[src/rtl/vg0_eoi_ctrl.sv]
module vg0_eoi_ctrl #(
  parameter int DEPTH   = 8,
  parameter int ID_BITS = 16,
  parameter int PRIO_W  = 8,
  localparam int SP_W   = $clog2(DEPTH + 1),
  localparam int IX_W   = (DEPTH > 1) ? $clog2(DEPTH) : 1
) (
  input  logic              clk,
  input  logic              rst_n,
  input  logic              ack_valid,
  input  logic [23:0]       ack_id,
  input  logic [PRIO_W-1:0] ack_prio,
  input  logic              eoi_valid,
  input  logic [63:0]       eoi_data,
  input  logic              dir_valid,
  input  logic [63:0]       dir_data,
  input  logic              split_eoi,
  input  logic [1:0]        cur_el,
  input  logic              sre_el1,
  input  logic              sre_el2,
  input  logic              sre_el3,
  input  logic              el2_on,
  input  logic              el2_trap_g0,
  input  logic              el2_fiq_virt,
  input  logic              el3_on,
  input  logic              el3_fiq,
  output logic              acc_undef,
  output logic              acc_trap,
  output logic [1:0]        trap_lvl,
  output logic [5:0]        trap_syn,
  output logic              phys_wr,
  output logic [23:0]       phys_id,
  output logic              virt_drop,
  output logic              eoi_err,
  output logic              deact_vld,
  output logic [23:0]       deact_id,
  output logic              dir_err,
  output logic [PRIO_W-1:0] run_prio,
  output logic [SP_W-1:0]   act_cnt
);

  localparam logic [23:0] ID_MASK = (ID_BITS >= 24) ? 24'hFF_FFFF : 24'h00_FFFF;
  localparam logic [5:0]  TRAP_EC = 6'h18;

  typedef enum logic [2:0] {RT_NONE, RT_UNDEF, RT_TRAP, RT_VIRT, RT_PHYS} route_e;

  logic [PRIO_W-1:0] stk_prio [DEPTH];
  logic [23:0]       stk_id   [DEPTH];
  logic [SP_W-1:0]   sp;
  logic [DEPTH-1:0]  act_vld;
  logic [23:0]       act_id   [DEPTH];

  logic [23:0] e_id, d_id, a_id;
  logic        unused_hi;
  assign e_id = eoi_data[23:0] & ID_MASK;
  assign d_id = dir_data[23:0] & ID_MASK;
  assign a_id = ack_id & ID_MASK;
  assign unused_hi = ^{eoi_data[63:24], dir_data[63:24]};

  route_e     rt;
  logic [1:0] tl;

  always_comb begin
    rt = RT_NONE;
    tl = 2'd0;
    if (eoi_valid) begin
      case (cur_el)
        2'd0: rt = RT_UNDEF;
        2'd1:
          if (!sre_el1)                     begin rt = RT_TRAP; tl = 2'd1; end
          else if (el2_on && el2_trap_g0)   begin rt = RT_TRAP; tl = 2'd2; end
          else if (el2_on && el2_fiq_virt)  rt = RT_VIRT;
          else if (el3_on && el3_fiq)       begin rt = RT_TRAP; tl = 2'd3; end
          else                              rt = RT_PHYS;
        2'd2:
          if (!sre_el2)                     begin rt = RT_TRAP; tl = 2'd2; end
          else if (el3_on && el3_fiq)       begin rt = RT_TRAP; tl = 2'd3; end
          else                              rt = RT_PHYS;
        default:
          if (!sre_el3)                     begin rt = RT_TRAP; tl = 2'd3; end
          else                              rt = RT_PHYS;
      endcase
    end
  end

  logic [IX_W-1:0] top_i, push_i, free_i;
  logic            stk_empty, stk_full;
  assign stk_empty = (sp == '0);
  assign stk_full  = (sp == SP_W'(DEPTH));
  assign top_i     = IX_W'(sp - 1'b1);
  assign push_i    = IX_W'(sp);

  logic [DEPTH-1:0] hit_e, hit_d, hit_a;
  logic             have_free;

  always_comb begin
    have_free = 1'b0;
    free_i    = '0;
    for (int i = 0; i < DEPTH; i++) begin
      hit_e[i] = act_vld[i] && (act_id[i] == e_id);
      hit_d[i] = act_vld[i] && (act_id[i] == d_id);
      hit_a[i] = act_vld[i] && (act_id[i] == a_id);
      if (!act_vld[i] && !have_free) begin
        have_free = 1'b1;
        free_i    = IX_W'(i);
      end
    end
  end

  logic special, ack_ok, eoi_hit, eoi_miss, dir_hit, eoi_deact;
  assign special   = (a_id >= 24'd1020) && (a_id <= 24'd1023);
  assign ack_ok    = ack_valid && !eoi_valid && !special && !stk_full && !(|hit_a) && have_free;
  assign eoi_hit   = (rt == RT_VIRT) && !stk_empty && (stk_id[top_i] == e_id);
  assign eoi_miss  = (rt == RT_VIRT) && !eoi_hit;
  assign eoi_deact = eoi_hit && !split_eoi;
  assign dir_hit   = dir_valid && (|hit_d);

  always_ff @(posedge clk or negedge rst_n) begin
    if (!rst_n) begin
      sp      <= '0;
      act_vld <= '0;
      for (int i = 0; i < DEPTH; i++) begin
        stk_prio[i] <= '0;
        stk_id[i]   <= '0;
        act_id[i]   <= '0;
      end
    end else begin
      if (eoi_hit) begin
        sp <= sp - 1'b1;
      end else if (ack_ok) begin
        stk_prio[push_i] <= ack_prio;
        stk_id[push_i]   <= a_id;
        sp               <= sp + 1'b1;
      end
      for (int i = 0; i < DEPTH; i++) begin
        if ((eoi_deact && hit_e[i]) || (dir_valid && hit_d[i])) begin
          act_vld[i] <= 1'b0;
        end else if (ack_ok && (free_i == IX_W'(i))) begin
          act_vld[i] <= 1'b1;
          act_id[i]  <= a_id;
        end
      end
    end
  end

  always_ff @(posedge clk or negedge rst_n) begin
    if (!rst_n) begin
      acc_undef <= 1'b0;
      acc_trap  <= 1'b0;
      trap_lvl  <= '0;
      trap_syn  <= '0;
      phys_wr   <= 1'b0;
      phys_id   <= '0;
      virt_drop <= 1'b0;
      eoi_err   <= 1'b0;
      deact_vld <= 1'b0;
      deact_id  <= '0;
      dir_err   <= 1'b0;
    end else begin
      acc_undef <= (rt == RT_UNDEF);
      acc_trap  <= (rt == RT_TRAP);
      trap_lvl  <= (rt == RT_TRAP) ? tl : 2'd0;
      trap_syn  <= (rt == RT_TRAP) ? TRAP_EC : 6'd0;
      phys_wr   <= (rt == RT_PHYS);
      phys_id   <= (rt == RT_PHYS) ? e_id : 24'd0;
      virt_drop <= eoi_hit;
      eoi_err   <= eoi_miss;
      deact_vld <= eoi_deact || dir_hit;
      deact_id  <= eoi_deact ? e_id : (dir_hit ? d_id : 24'd0);
      dir_err   <= dir_valid && !dir_hit;
    end
  end

  assign run_prio = stk_empty ? {PRIO_W{1'b1}} : stk_prio[top_i];
  assign act_cnt  = SP_W'($countones(act_vld));

  a_r13_depth_bound: assert property (@(posedge clk) disable iff (!rst_n)
    sp <= SP_W'(DEPTH));

  a_r9_el0_undef: assert property (@(posedge clk) disable iff (!rst_n)
    (eoi_valid && cur_el == 2'd0) |=> acc_undef);

  a_r12_one_outcome: assert property (@(posedge clk) disable iff (!rst_n)
    $onehot0({acc_undef, acc_trap, phys_wr, virt_drop | eoi_err}));

  a_r12_trap_fields: assert property (@(posedge clk) disable iff (!rst_n)
    acc_trap |-> (trap_syn == 6'h18 && trap_lvl != 2'd0));

  a_r6_miss_no_change: assert property (@(posedge clk) disable iff (!rst_n)
    (eoi_err && !$past(dir_valid)) |-> (sp == $past(sp) && act_vld == $past(act_vld)));

  a_r4_pop_one: assert property (@(posedge clk) disable iff (!rst_n)
    virt_drop |-> (sp == $past(sp) - 1'b1));

  a_r5_split_keeps_active: assert property (@(posedge clk) disable iff (!rst_n)
    (virt_drop && $past(split_eoi) && !$past(dir_valid)) |-> !deact_vld);

endmodule

[config.mk]
export PLATFORM = sky130hd
export DESIGN_NAME = vg0_eoi_ctrl
export DESIGN_NICKNAME = d
export VERILOG_FILES = /design/src/rtl/vg0_eoi_ctrl.sv
export SDC_FILE = /design/constraint.sdc
export NUM_CORES = 1
export LEC_CHECK = 0
export ABC_CLOCK_PERIOD_IN_PS = 10210
export BUFFER_PORTS_ARGS = -buffer_cell sky130_fd_sc_hd__buf_2
export CAP_MARGIN = 30
export CORE_MARGIN = 3
export CORE_UTILIZATION = 49
export CTS_BUF_LIST = sky130_fd_sc_hd__clkbuf_16
export CTS_CLUSTER_SIZE = 30
export DETAILED_ROUTE_END_ITERATION = 8
export HOLD_SLACK_MARGIN = 0.15
export PLACE_DENSITY_LB_ADDON = 0.05
export SYNTH_ARGS = -nofsm -noshare
export SYNTH_HDL_FRONTEND = slang
export SYNTH_SLANG_ARGS = --single-unit
[constraint.sdc]
create_clock -name clk -period 10.21 [get_ports clk]
set_clock_uncertainty 0.2 [all_clocks]
set_input_delay 3.063 -clock clk [delete_from_list [all_inputs] [get_ports clk]]
set_output_delay 3.063 -clock clk [all_outputs]
set_load 0.005 [all_outputs]
# ---- Word level (Yosys, flattened, before mapping)
# Index checks and enable logic that the tools add are counted.
dict set report word_totals {
  register_bits 442
  out_inout_bits 75
  word_cells 299
}
dict set report classes {
  addsub 9
  n_lt_le_gt_ge 5
  eq_ne 39
  mux 67
  bitwise_logic 11
  n_reduce_logical 124
}
# operator n
set op_table {}
lappend op_table {{$eq A16 B16 Y1} 24}
lappend op_table {{$bwmux W192} 1}
lappend op_table {{$bmux W24 S3} 1}
lappend op_table {{$demux W24 S3} 1}
lappend op_table {{$mux W24} 3}
lappend op_table {{$logic_and A1 B1 Y1} 71}
lappend op_table {{$bwmux W64} 1}
lappend op_table {{$mux W16} 3}
lappend op_table {{$mux W3} 13}
lappend op_table {{$mux W8} 4}
lappend op_table {{$mux W1} 25}
lappend op_table {{$bmux W8 S3} 1}
lappend op_table {{$demux W8 S3} 1}
lappend op_table {{$eq A24 B16 Y1} 1}
lappend op_table {{$logic_not A1 Y1} 21}
lappend op_table {{$reduce_and A2 Y1} 9}
lappend op_table {{$reduce_bool A2 Y1} 9}
lappend op_table {{$ge A16 B10 Y1 const B} 1}
lappend op_table {{$le A16 B10 Y1 const B} 1}
lappend op_table {{$mux W2} 8}
lappend op_table {{$reduce_or A8 Y1} 2}
lappend op_table {{$eq A3 B3 Y1 const B} 5}
lappend op_table {{$eq A3 B2 Y1 const B} 4}
lappend op_table {{$logic_or A1 B1 Y1} 9}
lappend op_table {{other kinds (20)} 36}

# ---- Depth between registers and ports, before layout
dict set report depth {
  ltp_word 25
  ltp_mapped 17
  depth_no_buf 11
}

# ---- Worst setup path before layout
# OpenSTA, ideal clock, no wires.
dict set report synth_timing {
  kind {reg-to-output}
  start {register sp[0]}
  end {output port run_prio[6]}
  arrival_time_ps 2857
  setup_slack_ps 4090
  stages_incl_launch_ff 14
  path_buffers 7
  path_cell_list {dfrtp_1 buf_6 clkbuf_8 inv_1 clkbuf_8 ha_1 buf_6 clkbuf_8 clkbuf_1 buf_1 mux4_2 mux2_2 nand2_1 o21ai_0}
}
dict set report synth_between {
  elab_chain_len 6
}
# item line_no
set synth_rtl {}
lappend synth_rtl {{start, declared} 49} ;# logic [SP_W-1:0] sp;
lappend synth_rtl {{start signal, assigned} 129} ;# sp <= sp - 1'b1;
lappend synth_rtl {{start signal, assigned} 133} ;# sp <= sp + 1'b1;
lappend synth_rtl {{$sub A4 B1 Y4} -}
lappend synth_rtl {{net top_i[0]} 86} ;# logic [IX_W-1:0] top_i, push_i, free_i;
lappend synth_rtl {{$not A3 Y4 (implied by the code)} 174} ;# assign run_prio = stk_empty ? {PRIO_W{1'b1}} : stk_prio[top_i];
lappend synth_rtl {{$bmux W8 S3} 174}
lappend synth_rtl {{$mux W8 (implied by the code) (2 in a row)} 174}
lappend synth_rtl {{$mux W8} 174}
lappend synth_rtl {{end, declared} 38} ;# output logic [PRIO_W-1:0] run_prio,
# The timed path passes the listed nets, and every way through them passes these cells. The select of a mux whose other input is x is not followed.

# ---- Worst setup path after layout
dict set report layout_timing {
  start {register sp[0]}
  end {output port run_prio[1]}
}
dict set report layout_between {
  elab_chain_len 6
}
# item line_no
set layout_rtl {}
lappend layout_rtl {{$sub A4 B1 Y4} -}
lappend layout_rtl {{$not A3 Y4 (implied by the code)} 174}
lappend layout_rtl {{$bmux W8 S3} 174}
lappend layout_rtl {{$mux W8 (implied by the code) (2 in a row)} 174}
lappend layout_rtl {{$mux W8 *} 174}
# Mark *: on every way between the ends. The rest lies on a longest branch, timed or not. The select of a mux whose other input is x is not followed.

==> run_results.csv <==
group,metric,value,unit
run_status,status,"finished clean",
place,gp_congestion,0.847,
worst_setup_path,cp.arrival,4.32,ns
routing,wirelength,62900,um
worst_setup_path,cp_data_required_time,6.95,ns
worst_setup_path,path_max_fanout,44,
yosys,synth_most_common_cell,"dfrtp_1",
routing,vias,14000,
yosys,ys_seq_area_share,43.8,%
floorplan,start_util,50.2,%
worst_setup_path,crit_path_frequent_cell,"buf_4",
sta,finalSetupViolations,0,
worst_setup_path,start_kind,"flop",
place,numPortBuffers,126,
yosys,synth.top_cell.area_share,43.8,%
pwr,cellLeakagePower,10.5,nW
worst_setup_path,cp_top_family,"buffers and inverters",
sta,finalHoldViolations,0,
yosys,synth-simple-area-share,7.71,%
grt,grt_max_degree,141,
yosys,synth_edf_count,0,
yosys,synth_compound_area_share,2.16,%
floorplan,coreArea,0.0424,mm^2
clocking,cts_hold_buf,0,
floorplan,io_pins,251,
pwr,p_per_area,304,mW/mm^2
grt,first_global_vias,14400,
yosys,synth_fa_ha_area_share,0.787,%
pwr,p_comb_share,41.5,%
clocking,cts_setup_buffers,0,
clocking,root_buffer,"clkbuf_16",
routing,drtAntennaViolNets,0,
yosys,synthCells,1748,
worst_setup_path,end_kind,"output port",
floorplan,num_rows,75,
yosys,synth_area_per_cell,12.2,um^2
pwr,p_seq_share,37.6,%
floorplan,die_height,215,um
clocking,clockBufferDepth,3,
worst_setup_path,crit_buf_inv,4,
pwr,switchingPower,0.00257,W
routing,avgViaCountPerCell,5.79,
worst_setup_path,critPathKind,"flop to output port",
worst_hold_path,hold_path.class,"flop to flop",
yosys,netlist_area,0.0213,mm^2
yosys,synth_warnings,0,
cells_and_area,seq_area,0.00934,mm^2
cells_and_area,nNetsFinal,1991,
yosys,synthMuxAreaShare,23.5,%
sta,finalMaxSlewViolations,0,
worst_hold_path,hold_depth,1,
routing,first_pass_iters,5,
sta,fmax,0.132,GHz
worst_setup_path,crit_slowest_cell,"buf_4",
clocking,cts_inserted_buffers,43,
yosys,synth_cell_type_count,63,
sta,tightest_slew,1.01,ns
cells_and_area,fin_area,0.0236,mm^2
routing,drc,0,
sta,post-route-min-period,7.58,ns
pwr,clkPwrFrac,20.9,%
place,place_hpwl,38800,um
yosys,synth_commonest_cells,"373 x dfrtp_1, 338 x mux2_2, 288 x xor2_1",
clocking,clkSlewWorstSetupHoldPaths,0.06,ns
worst_setup_path,cp.depth,9,
routing,wl_per_cell,26.0,um
yosys,synth_area_leaders,"dfrtp_1 44%, mux2_2 18%, xor2_1 12%, xnor2_1 5.5%, mux4_2 3.7%",
worst_setup_path,cpPeakStageDelay,0.66,ns
pwr,peakVddDrop,0.000299,V
floorplan,die_area,0.0460,mm^2
cells_and_area,instances_no_fill,2417,
yosys,synth_area_leader_cell,"dfrtp_1",
place,dp.cells,2335,
yosys,synth-xor-area-share,17.4,%
sta,relSlewSlack,32.9,%
sta,rsz0062_at_grt,"false",
grt,overflow,0,
yosys,async_flop_share,100,%
floorplan,dieWidth,215,um
clocking,ctsResizeCount,0,
place,placed_cell_area,0.0222,mm^2
grt,grt_first_pass_wirelength,94000,um
run,maxCapViolCount,0,
clocking,htree_levels,2,
clocking,cts.sinks,373,
grt,grt.total_usage,27.2,%
pwr,power,0.00718,W
pwr,switching_share,35.7,%
worst_setup_path,crit_path_cell_trace,"buf_4, inv_1, ha_2, buf_4, mux4_2, mux2_2, nand2_1, o21ai_0, buf_2",
sta,fin_tns_setup,0,ns
cells_and_area,nFillCells,3629,
clocking,cts_tree,"done",
pwr,intPower,0.00462,W
sta,period_share,74.3,%
cells_and_area,area_growth_syn_to_layout,10.7,%
worst_setup_path,reg2reg_depth,12,
yosys,ys.flop_type,"dfrtp_1",
yosys,synth-seq-cells,373,
yosys,synth_top_family_by_area,"multiplexers",
cells_and_area,multi_input_area,0.0111,mm^2
routing,drt-initial-drc-count,1056,
cells_and_area,drive_gt1_share,33.0,%
grt,antenna_found_initial,1,
clocking,insertion_delay,0.59,ns
==> cell families after synthesis <==
group,count (synthesis)
and+or+nand+nor,269
other,1
adders and majority gates,11
buffers and inverters,197
xor gates and xnor gates,423
AOI/OAI and AO/OA,73
muxes,401
DFF,373
==> metrics by stage <==
step                      utilization [%]  setup slack (ns)  hold WS (ns)
after CTS                            55.5              2.56         0.300
after detailed placement             52.3              2.66         0.287
after global placement               52.2              2.51         0.281
final                                55.6              2.63         0.296
after floorplan                         -              4.09         0.268
after global routing                 55.6              2.39         0.311
==> worst register-to-register path, stage by stage, from the launching register on <==
cell     delay [ns]
dfrtp_2        0.34
buf_4          0.66
inv_1          0.60
ha_2           0.49
buf_4          0.51
inv_2          0.40
mux4_2         0.55
xor2_1         0.16
nor4_1         0.50
a32oi_1        0.12
or4_4          0.61
nor2_2         0.83
mux2_2         0.42
==> worst paths after layout <==
path / startpoint / to / slack (ns)
worst max-delay path: sp[0] / run_prio[1] / 2.63
worst min-delay path: stk_id[126] / stk_id[126] / 0.30
worst max register to register: sp[0] / deact_id[14] / 3.69
worst min register to register: stk_id[126] / stk_id[126] / 0.30
max in group asynchronous: rst_n / stk_id[101] / 6.06
min in group asynchronous: rst_n / phys_wr / 2.27
==> routing by layer <==
metal | wire [um] | vias up | global-route usage [%] | share of wire, %
met1 | 27200 | 7211 | 36.4 | 43
li1 | - | 6187 | - | -
met2 | 29100 | 432 | 44.1 | 46
met4 | 2740 | 0 | 11.2 | 4.4
met5 | 0 | - | 0 | 0
met3 | 3760 | 155 | 4.79 | 6.0
==> cells in the final DEF (no fill, tap or decap), types with 5 or more instances in the layout <==
cell and instances:
nand2_1 33, buf_2 125, nor3_1 26, mux2_1 6, or4_1 7, conb_1 20
xor2_1 288, and2_1 17, inv_1 47, mux2i_1 14, clkbuf_16 43, ha_1 6
and4_1 6, nor2_1 24, o22ai_1 15, a21oi_1 16, and3_1 5, nor4_1 62
o21ai_0 16, or3_1 6, xnor2_1 134, mux4_2 35, mux2_2 338, mux4_1 8
nand3_1 12, buf_4 25, nand4_1 44, dfrtp_1 372, clkinv_1 9
==> power by group through the flow <==
stage	Combinational [W]	Clock, W	Sequential (W)
6_report	0.00298	0.00150	0.00270
3_5_place_dp	0.00299	0	0.00272
3_3_place_gp	0.00292	0	0.00270
2_1_floorplan	0.00243	0	0.00254
5_1_grt	0.00327	0.00161	0.00279
4_1_cts	0.00300	0.00154	0.00270
==> registers in the layout, summed over array words and instances, names as in the netlist <==
register,cells
act_id,128
stk_id,128
stk_prio,64
deact_id,16
phys_id,16
act_vld,8
sp,4
trap_lvl,2
acc_undef,1
deact_vld,1
dir_err,1
eoi_err,1
phys_wr,1
trap_syn,1
virt_drop,1
==> final cells by class <==
| type | instances | share of cell area (%) |
|---|---|---|
| clock buffer | 43 | 4.56 |
| tap | 577 | 3.06 |
| multi-input combinational | 1197 | 47.1 |
| inverter | 31 | 0.493 |
| timing repair buffer | 158 | 3.98 |
| sequential | 373 | 39.6 |
| clock inverter | 37 | 1.26 |
| antenna | 1 | 0.0106 |
(Power assumes the default switching activity.)
